==> src/rtl/cnt_pkg.sv <==
package cnt_pkg;

  // Last count of the cycle, chosen by the parameters.
  function automatic int unsigned last_count(input int unsigned width,
                                             input bit decade,
                                             input int unsigned mod_m);
    if (mod_m != 0) return mod_m - 1;
    if (decade) return 9;
    return (1 << width) - 1;
  endfunction

  // True when the cycle covers every code of the register.
  function automatic bit full_range(input int unsigned width,
                                    input bit decade,
                                    input int unsigned mod_m);
    return last_count(width, decade, mod_m) == (1 << width) - 1;
  endfunction

endpackage

==> src/rtl/cnt_term_decode.sv <==
module cnt_term_decode #(
  parameter int unsigned CNT_W = 4,
  parameter int unsigned LAST  = 15,
  parameter bit          FULL  = 1'b1
) (
  input  logic [CNT_W-1:0] cur,
  output logic             at_last,
  output logic             past_end
);
  localparam logic [CNT_W-1:0] LAST_V = LAST[CNT_W-1:0];

  assign at_last = (cur == LAST_V);

  generate
    if (FULL) begin : g_full
      // Every code lies inside the cycle.
      assign past_end = 1'b0;
    end else begin : g_short
      // Codes above the last count can only arrive through the preset.
      assign past_end = (cur > LAST_V);
    end
  endgenerate
endmodule

==> src/rtl/cnt_next_state.sv <==
module cnt_next_state #(
  parameter int unsigned CNT_W = 4,
  parameter bit          FULL  = 1'b1
) (
  input  logic [CNT_W-1:0] cur,
  input  logic [CNT_W-1:0] din,
  input  logic             load_n,
  input  logic             step,
  input  logic             wrap,
  output logic [CNT_W-1:0] nxt
);
  localparam logic [CNT_W-1:0] ONE = {{(CNT_W-1){1'b0}}, 1'b1};

  logic [CNT_W-1:0] inc;

  generate
    if (FULL) begin : g_natural
      // The natural overflow of the adder closes the cycle.
      assign inc = cur + ONE;
    end else begin : g_reload
      // Zero is reloaded at the end of the cycle, or from an out-of-cycle code.
      assign inc = wrap ? '0 : cur + ONE;
    end
  endgenerate

  // Priority order: preset first, then count, then hold.
  always_comb begin
    if (!load_n)   nxt = din;
    else if (step) nxt = inc;
    else           nxt = cur;
  end
endmodule

==> src/rtl/sync_mod_counter.sv <==
module sync_mod_counter #(
  parameter int unsigned CNT_W  = 4,
  parameter bit          DECADE = 1'b0,
  parameter int unsigned MOD_M  = 0
) (
  input  logic             clk,
  input  logic             clr_n,
  input  logic             load_n,
  input  logic             cnt_en,
  input  logic             carry_en,
  input  logic [CNT_W-1:0] din,
  output logic [CNT_W-1:0] q,
  output logic             rco
);
  localparam int unsigned LAST = cnt_pkg::last_count(CNT_W, DECADE, MOD_M);
  localparam bit          FULL = cnt_pkg::full_range(CNT_W, DECADE, MOD_M);

  logic             at_last;
  logic             past_end;
  logic [CNT_W-1:0] nxt;

  cnt_term_decode #(.CNT_W(CNT_W), .LAST(LAST), .FULL(FULL)) i_decode (
    .cur      (q),
    .at_last  (at_last),
    .past_end (past_end)
  );

  cnt_next_state #(.CNT_W(CNT_W), .FULL(FULL)) i_next (
    .cur    (q),
    .din    (din),
    .load_n (load_n),
    .step   (cnt_en & carry_en),
    .wrap   (at_last | past_end),
    .nxt    (nxt)
  );

  // The clear is asynchronous; every other change happens on the clock edge.
  always_ff @(posedge clk or negedge clr_n) begin
    if (!clr_n) q <= '0;
    else        q <= nxt;
  end

  // The carry output is gated only by the carry-side enable, so stages can be chained.
  assign rco = at_last & carry_en;
endmodule

==> config.mk <==
export PLATFORM = sky130hd
export DESIGN_NAME = sync_mod_counter
export DESIGN_NICKNAME = d
export VERILOG_FILES = /design/src/rtl/cnt_pkg.sv /design/src/rtl/cnt_term_decode.sv /design/src/rtl/cnt_next_state.sv /design/src/rtl/sync_mod_counter.sv
export SDC_FILE = /design/constraint.sdc
export NUM_CORES = 1
export LEC_CHECK = 0
export ABC_AREA = 1
export BUFFER_PORTS_ARGS = -buffer_cell sky130_fd_sc_hd__buf_2
export CORE_AREA = 4 4 41 43
export DETAILED_ROUTE_END_ITERATION = 10
export DIE_AREA = 0 0 45 47
export HOLD_SLACK_MARGIN = 0.02
export PLACE_DENSITY = 0.42
export SLEW_MARGIN = 15
export SYNTH_ARGS = -nofsm -noshare
export SYNTH_HDL_FRONTEND = slang
export SYNTH_SLANG_ARGS = --single-unit
export TNS_END_PERCENT = 1
==> constraint.sdc <==
create_clock -name clk -period 1.73 [get_ports clk]
set_input_delay 0.173 -clock clk [delete_from_list [all_inputs] [get_ports clk]]
set_output_delay 0.173 -clock clk [all_outputs]
set_load 0.01 [all_outputs]
==> impl_metrics.ini, run 1 <==
[status]
outcome = finished, final reports clean

[timing]
report.final.setup_viol = 0
setup_tns_ns = 0
fin_crit_ns = 1.31
fin_ws_ns = 0.423
skew_ns = 0.00625
hold_viol_final = 0
post-route-period-util = 0.755
fmax_mhz = 765
maxSlewViolCount = 0
rsz0062_at_grt = no
relSlewSlack = 0.886
worst_pin_slew_ns = 0.172

[route]
drt_iter0_markers = 9
wl_per_cell_um = 9.08
drt-total-wl_um = 645
detail-route-antenna-nets = 0
first_pass_iters = 2
vias = 296
vias_per_cell = 4.17
drc_errors = 0

[min_path]
worstHoldPathType = input port to flip-flop

[global_route]
grt_max_degree = 7
grt_util_all_layers = 0.0816
grt_pass1_wl_um = 1120
grt_pass1_vias = 274
antenna_found_initial = 0
gr-total-overflow = 0

[power_and_ir_drop]
p_sw_frac = 0.309
p_switching_uw = 98.8
p_leak_nw = 0.220
comb_power_share = 0.250
power_frac_clock = 0.359
internal_power_uw = 221
power_density_nw_per_um2 = 839
power_uw = 320
peakVddDrop_v = 0.000501
seqPwrFrac = 0.391

[synthesis]
synth.top_cell.area_share = 0.377
ys.flop_type = dfrtp_1
syn_avg_cell_area_um2 = 6.80
synth_cells = 39
synth.distinct_cells = 13
synthesis.nets = 49
synth_edf_count = 0
syn_area_um2 = 265
synth.ff_latch_count = 4
synth_area_leaders = dfrtp_1 (38%), nand2_1 (23%), nand3_1 (7.5%)
post-synth-top-count-cell = nand2_1
synthArstFlopShare = 1.00
ys_seq_area_frac = 0.377
yosysWarnings = 0
synth_common_cells = nand2_1 (16), dfrtp_1 (4), nand3_1 (4)
synth_area_leader_cell = dfrtp_1

[cts]
cts_tree = built
clock_latency_ns = 0.24
ctsHoldBuffers = 1
cts_buffer_depth = 2
clock_sinks = 4
htreeDepth = 1
clk_pin_slew_ns = 0.04
cts_inserted_buffers = 3
postCtsSetupRepairBufs = 0
post_cts_resized = 0
cts_root_buf = clkbuf_4

[floorplan]
fp.dieArea_um2 = 2120
core_um2 = 1300
die_w_um = 45
die_y_um = 47
start_util = 0.204
fp-row-count = 13
ios = 14

[worst_setup_path]
worstPathMaxFanout = 6
critPathKind = flip-flop to output port
crit_arrival_ns = 1.13
worstSetupStartpointType = flip-flop
cp-end-kind = output port
cp.required_ns = 1.56

[placed_design]
place_ws_ns = 0.634
numPortBuffers = 13
gp_congestion = 0.675
dp_hpwl_um = 531
dp.cells = 67

[layout]
top_regs = q: 4 flops
syn2layout_area_growth_pct = 43.9
final_core_util = 0.293
diodes = 0
largest_reg_flops = 4
nets = 68
final_cell_count_no_fill = 71
drive_gt1_frac = 0.357
top_register = q

[flow_run]
max_cap_violations = 0
power groups by stage:
stage | registers (mW) | clock network (mW) | logic [mW]
finish | 0.125 | 0.115 | 0.0800
global route | 0.130 | 0.129 | 0.0934
CTS | 0.126 | 0.122 | 0.0816
detailed placement | 0.127 | 0 | 0.0792
global placement | 0.126 | 0 | 0.0829
floorplan | 0.129 | 0 | 0.0400
critical path, cell delays in order (launching register included):
cell and delay (ns):
dfrtp_1 0.42, ha_1 0.23, nand2_1 0.08, nor2_1 0.05, buf_2 0.13
final cells by class:
type / instances / area, µm²
clock buffer: 3 / 22.5
fill: 150 / 920
inverter: 5 / 18.8
multi-input combinational: 30 / 146
sequential: 4 / 100
tap: 15 / 18.8
timing repair buffer: 14 / 75.1
metal layers:
| layer | share of wire | vias to the layer above | global-route usage |
|---|---|---|---|
| met3 | 0.081 | 0 | 0.0690 |
| li1 | - | 160 | - |
| met2 | 0.47 | 9 | 0.113 |
| met4 | 0 | 0 | 0.0351 |
| met5 | 0 | - | 0 |
| met1 | 0.45 | 127 | 0.0892 |
cells by family (layout without fill, tap and decap cells):
| family | Yosys count | in the layout | share of synthesized area |
|---|---|---|---|
| buf+inv | 5 | 22 | 0.0708 |
| fa+ha+maj | 1 | 1 | 0.0472 |
| compound gates | 2 | 2 | 0.0472 |
| simple gates | 27 | 27 | 0.458 |
| flops | 4 | 4 | 0.377 |
path summary, 6_finish.rpt:
kind | cells past startpoint | start | slack, ns | to
min in group asynchronous | 2 | clr_n | 0.27 | q[3]$_DFFE_PN0P_
setup reg to reg | 3 | q[0]$_DFFE_PN0P_ | 0.63 | q[1]$_DFFE_PN0P_
setup / recovery | 4 | q[0]$_DFFE_PN0P_ | 0.42 | rco
max in group asynchronous | 2 | clr_n | 1.34 | q[1]$_DFFE_PN0P_
hold reg to reg | 2 | q[1]$_DFFE_PN0P_ | 0.57 | q[1]$_DFFE_PN0P_
hold / removal | 3 | din[2] | 0.18 | q[2]$_DFFE_PN0P_
layout by cell type, fill, tap and decap left out:
cell,instances
dfrtp_1,4
clkbuf_4,3
ha_1,1
o21ai_1,1
o211ai_1,1
inv_1,3
or2_1,1
nand4_1,1
dlygate4sd3_1,1
nand2_1,16
nand2_2,1
nor2_1,3
nor2_4,1
inv_2,2
buf_2,13
nand3_1,4
per-stage QoR:
step | hold slack (ns) | area, µm²
final | 0.175 | 382
after global routing | 0.190 | 382
after CTS | 0.175 | 382
after detailed placement | -0.0154 | 349
after global placement | -0.0143 | 349
after floorplan | -0.123 | 265
Note: power is estimated with default switching activity, not from simulation.
==> run 2: changes to the inputs <==
Settings changed: PLACE_DENSITY 0.42 to 0.43.
Clock period 1.73 ns to 1.1 ns, I/O delays scaled along.
==> run 2 against run 1 <==
  * The flow now finishes with violations (setup timing)
  * Count of clock-buffer cells in the layout unchanged
  * Routed wire length increased by 10%
  * Register-to-register slack got worse by 0.56 ns
  * Total power increased by 73%
  * Critical path depth unchanged
  * Hold slack got worse by 0.066 ns
  * Utilization increased by 3.5 points
  * Clock skew decreased by 0.0037 ns
  * Worst setup slack got worse by 0.48 ns
  * Clock power increased by 56%
==> impl_metrics.ini, run 2 (same netlist as run 1, synthesis figures left out) <==
[power_and_ir_drop]
peakVddDrop_v = 0.000640
power_density_nw_per_um2 = 1290
seqPwrFrac = 0.343
comb_power_share = 0.334
power_uw = 552
p_leak_nw = 0.241
power_frac_clock = 0.323
p_sw_frac = 0.299
internal_power_uw = 387
p_switching_uw = 165

[timing]
whs_ns = 0.109
post-route-period-util = 1.05
rsz0062_at_grt = yes
fin_crit_ns = 1.15
report.final.setup_viol = 1
skew_ns = 0.00254
fmax_mhz = 866
fin_ws_ns = -0.0544
hold_viol_final = 0
maxSlewViolCount = 0
worst_pin_slew_ns = 0.189
relSlewSlack = 0.874

[layout]
final_area_um2 = 427
drive_gt1_frac = 0.433
seq_area_um2 = 100
largest_reg_flops = 4
layout.cells.most_common_list = nand2_1 (15), buf_2 (12), nand3_1 (4), dfrtp_1 (4)
top_register = q
nets = 72
layout_commonest_cell = nand2_1
syn2layout_area_growth_pct = 60.8
diodes = 0
top_regs = q: 4 flops
multi_input_area_um2 = 151
fill_cells = 162

[route]
first_pass_iters = 2
drt-total-wl_um = 712
wl_per_cell_um = 9.49
drc_errors = 0
vias = 303
detail-route-antenna-nets = 0
vias_per_cell = 4.04
drt_iter0_markers = 4

[floorplan]
ios = 14
die_w_um = 45
fp.dieArea_um2 = 2120
die_y_um = 47
core_um2 = 1300
start_util = 0.204
fp-row-count = 13

[worst_setup_path]
cp-endpoint = rco
cp-end-kind = output port
worstPathMaxFanout = 2
rrSetupSlack_ns = 0.07
r2r-end = q[2]$_DFFE_PN0P_
regToRegStartpoint = q[1]$_DFFE_PN0P_
crit_arrival_ns = 1.04
reg2reg_depth = 7
worstSetupStartpointType = flip-flop
cp.required_ns = 0.99
critPathKind = flip-flop to output port
critPathLaunch = q[1]$_DFFE_PN0P_

[status]
outcome = finished, violations left
violations = setup timing

[flow_run]
max_cap_violations = 0

[cts]
cts_buffer_depth = 2
cts_tree = built
htreeDepth = 1
cts_inserted_buffers = 3
cts_root_buf = clkbuf_4
clock_sinks = 4
clk_pin_slew_ns = 0.03
clock_latency_ns = 0.23

[global_route]
grt_util_all_layers = 0.0872
grt_pass1_wl_um = 1210
gr-total-overflow = 0
antenna_found_initial = 0
grt_max_degree = 7
grt_pass1_vias = 308

[placed_design]
dp_hpwl_um = 596
gp_congestion = 0.723
dpl_cell_area_um2 = 364
numPortBuffers = 13

[min_path]
worstHoldPathType = input port to flip-flop
-- run 2: cell count changes in the layout (fill, tap and decap cells not counted) --
cell	before	now
buf_4	0	3
ha_2	0	1
nand2_1	16	15
nand2_2	1	2
ha_1	1	0
buf_6	0	2
buf_2	13	12
-- run 2: critical path, stage by stage, from the launching register on --
cell and delay (ns):
dfrtp_1 0.36, ha_2 0.20, nand2_2 0.05, nor2_1 0.07, buf_2 0.13
-- run 2: worst min-delay path by stage --
stage | start | end | slack [ns] | depth (start not counted)
floorplan | clr_n | q[0]$_DFFE_PN0P_ | -0.19 | 0
global placement | clr_n | q[0]$_DFFE_PN0P_ | -0.08 | 1
detailed placement | clr_n | q[0]$_DFFE_PN0P_ | -0.08 | 1
CTS | din[2] | q[2]$_DFFE_PN0P_ | 0.11 | 3
global route | din[2] | q[2]$_DFFE_PN0P_ | 0.10 | 3
finish | din[2] | q[2]$_DFFE_PN0P_ | 0.11 | 3
-- run 2: layout make-up --
cell class / count / area share
multi-input combinational: 30 / 0.355
clock buffer: 3 / 0.0528
sequential: 4 / 0.235
timing repair buffer: 18 / 0.270
inverter: 5 / 0.0440
tap: 15 / 0.0440
-- run 2: routing by layer --
metal	vias to the layer above	track usage	wire length, µm
met5	-	0	0
met3	0	0.0613	31
met4	0	0.0526	0
met1	131	0.0874	317
li1	165	-	-
met2	7	0.133	363
-- run 2: timing repair --
item	CTS	global route
setup endpoints to repair	1	3
pin swaps	2	1
hold buffers	1	0
hold endpoints to repair	4	0
buffers inserted	2	0
gates resized for setup	4	0
-- run 2: through the flow --
step / worst slack, ns / cells / setup TNS, ns / util
global route: -0.153 / 75 / -0.201 / 0.328
CTS: -0.0644 / 75 / -0.0644 / 0.328
floorplan: 0.0230 / 39 / 0 / -
finish: -0.0544 / 75 / -0.0544 / 0.328
detailed placement: 0.0845 / 69 / 0 / 0.280
global placement: 0.105 / 69 / 0 / 0.280
-- run 2: power by group through the flow --
stage / Combinational (mW) / Clock, mW / Sequential, mW
final: 0.185 / 0.179 / 0.189
after global routing: 0.206 / 0.208 / 0.193
after detailed placement: 0.152 / 0 / 0.190
after global placement: 0.154 / 0 / 0.190
after CTS: 0.188 / 0.191 / 0.189
after floorplan: 0.0628 / 0 / 0.204
==> run 3: changes to the inputs <==
Settings changed: SYNTH_HIERARCHICAL from default to 1.
==> run 3 against run 2 <==
  * The flow now finishes without violations
  * Total power is 15% lower
  * Sequential share of layout area is 2.8 points higher
  * Register-to-register slack hardly changed
  * Count of clock-buffer cells in the layout stayed put
  * Combinational power is 40% lower
  * Largest power group is now the clock network
  * Global-route usage is 1.8 points lower
  * Critical endpoint unchanged
  * Sequential cell count stayed put
  * Routed wire length is 16% lower
  * Utilization is 3.5 points lower
==> impl_metrics.ini, run 3 <==
[status]
outcome = finished, final reports clean

[cts]
htreeDepth = 1
cts_inserted_buffers = 3
cts_tree = built
clock_latency_ns = 0.23
cts_buffer_depth = 2
post_cts_resized = 0
clk_pin_slew_ns = 0.04
clock_sinks = 4
cts_root_buf = clkbuf_4

[route]
drc_errors = 0
drt_iter0_markers = 1
wl_per_cell_um = 8.51
vias_per_cell = 3.94
detail-route-antenna-nets = 0
drt-total-wl_um = 596
first_pass_iters = 2
vias = 276

[layout]
final_core_util = 0.293
top_regs = q: 4 flops
syn2layout_area_growth_pct = 57.2
diodes = 0
final_area_um2 = 382
largest_reg_flops = 4
top_register = q
final_cell_count_no_fill = 70
layout.cells.most_common_list = nand2_1 (13), buf_2 (13), inv_1 (5), nor2_1 (5), dfrtp_1 (4)
fill_cells = 147
drive_gt1_frac = 0.345
nets = 67

[power_and_ir_drop]
comb_power_share = 0.237
power_frac_clock = 0.385
p_switching_uw = 127
p_sw_frac = 0.270
power_density_nw_per_um2 = 1230
peakVddDrop_v = 0.000453
internal_power_uw = 343
seqPwrFrac = 0.378
p_leak_nw = 0.218
power_uw = 469

[worst_setup_path]
cp_num_buf_inv = 2
cpMaxStageDelayCell = dfrtp_1
worstSetupStartpointType = flip-flop
worstPathMaxFanout = 5
cp-end-kind = output port
critPathKind = flip-flop to output port
path_common_cell = nand2_1
cp.required_ns = 0.99
crit_arrival_ns = 0.98
crit_family = flip-flops
cpPeakStageDelay_ns = 0.39
cp_cell_sequence = nand2_1 -> nor2_1 -> nand2_1 -> inv_1 -> buf_2

[floorplan]
start_util = 0.187
fp-row-count = 13
die_y_um = 47
ios = 14
die_w_um = 45
fp.dieArea_um2 = 2120
core_um2 = 1300

[placed_design]
dp.cells = 63
gp_congestion = 0.660
dp_hpwl_um = 483
numPortBuffers = 13
place_ws_ns = 0.0697
dpl_cell_area_um2 = 327

[timing]
fmax_mhz = 914
fin_ws_ns = 0.00597
fin_crit_ns = 1.09
hold_viol_final = 0
post-route-period-util = 0.995
rsz0062_at_grt = yes
worst_pin_slew_ns = 0.148
report.final.setup_viol = 0
maxSlewViolCount = 0
whs_ns = 0.0806
relSlewSlack = 0.901
setup_tns_ns = 0
skew_ns = 0.00207

[global_route]
antenna_found_initial = 0
grt_pass1_vias = 264
grt_util_all_layers = 0.0697
gr-total-overflow = 0
grt_pass1_wl_um = 993
grt_max_degree = 6

[synthesis]
syn_avg_cell_area_um2 = 6.94
synthesis.nets = 45
yosysWarnings = 6
synth_cells = 35
syn_area_um2 = 243

[min_path]
worstHoldPathType = input port to flip-flop

[flow_run]
max_cap_violations = 0
==> run 3: final timing paths <==
path	cells after the start	start	endpoint	slack, ns
worst max-delay path	5	q[0]$_DFF_PN0_	rco	0.006
worst min-delay path	3	din[3]	q[3]$_DFF_PN0_	0.08
worst max register to register	4	q[0]$_DFF_PN0_	q[2]$_DFF_PN0_	0.06
worst min register to register	3	q[3]$_DFF_PN0_	q[3]$_DFF_PN0_	0.59
max in group asynchronous	2	clr_n	q[3]$_DFF_PN0_	0.77
min in group asynchronous	2	clr_n	q[0]$_DFF_PN0_	0.21
==> run 3: power groups by stage <==
stage | sequential, mW | combinational (mW) | clock (mW)
after floorplan | 0.188 | 0.0393 | 0
after global routing | 0.180 | 0.128 | 0.203
after global placement | 0.182 | 0.0923 | 0
final | 0.177 | 0.111 | 0.181
after CTS | 0.177 | 0.114 | 0.190
after detailed placement | 0.183 | 0.0894 | 0
==> run 3: final cells by class <==
cell class	count	area, µm²	share of cell area
clock buffers	3	22.5	0.0590
flip-flops and latches	4	100	0.262
inverters	5	18.8	0.0492
well taps	15	18.8	0.0492
repair buffers	17	97.6	0.256
multi-input cells	26	124	0.325
==> run 3: repair_timing <==
item                       4_1_cts  5_1_grt
pin swaps                        2        1
setup buffers                    3        0
setup endpoints to repair        1        2
hold buffers                     1        0
hold endpoints to repair         4        0
==> run 3: metal layers <==
layer	global-route usage	part of all wire	vias up
met5	0	0	-
met4	0.0702	0.029	0
met3	0.0268	0.11	2
met2	0.0932	0.40	13
met1	0.0824	0.46	113
li1	-	-	148
==> run 3: tightest hold or removal path, stage by stage <==
cell	delay (ns)
buf_2	0.08
nand2_1	0.04
nand2_1	0.05
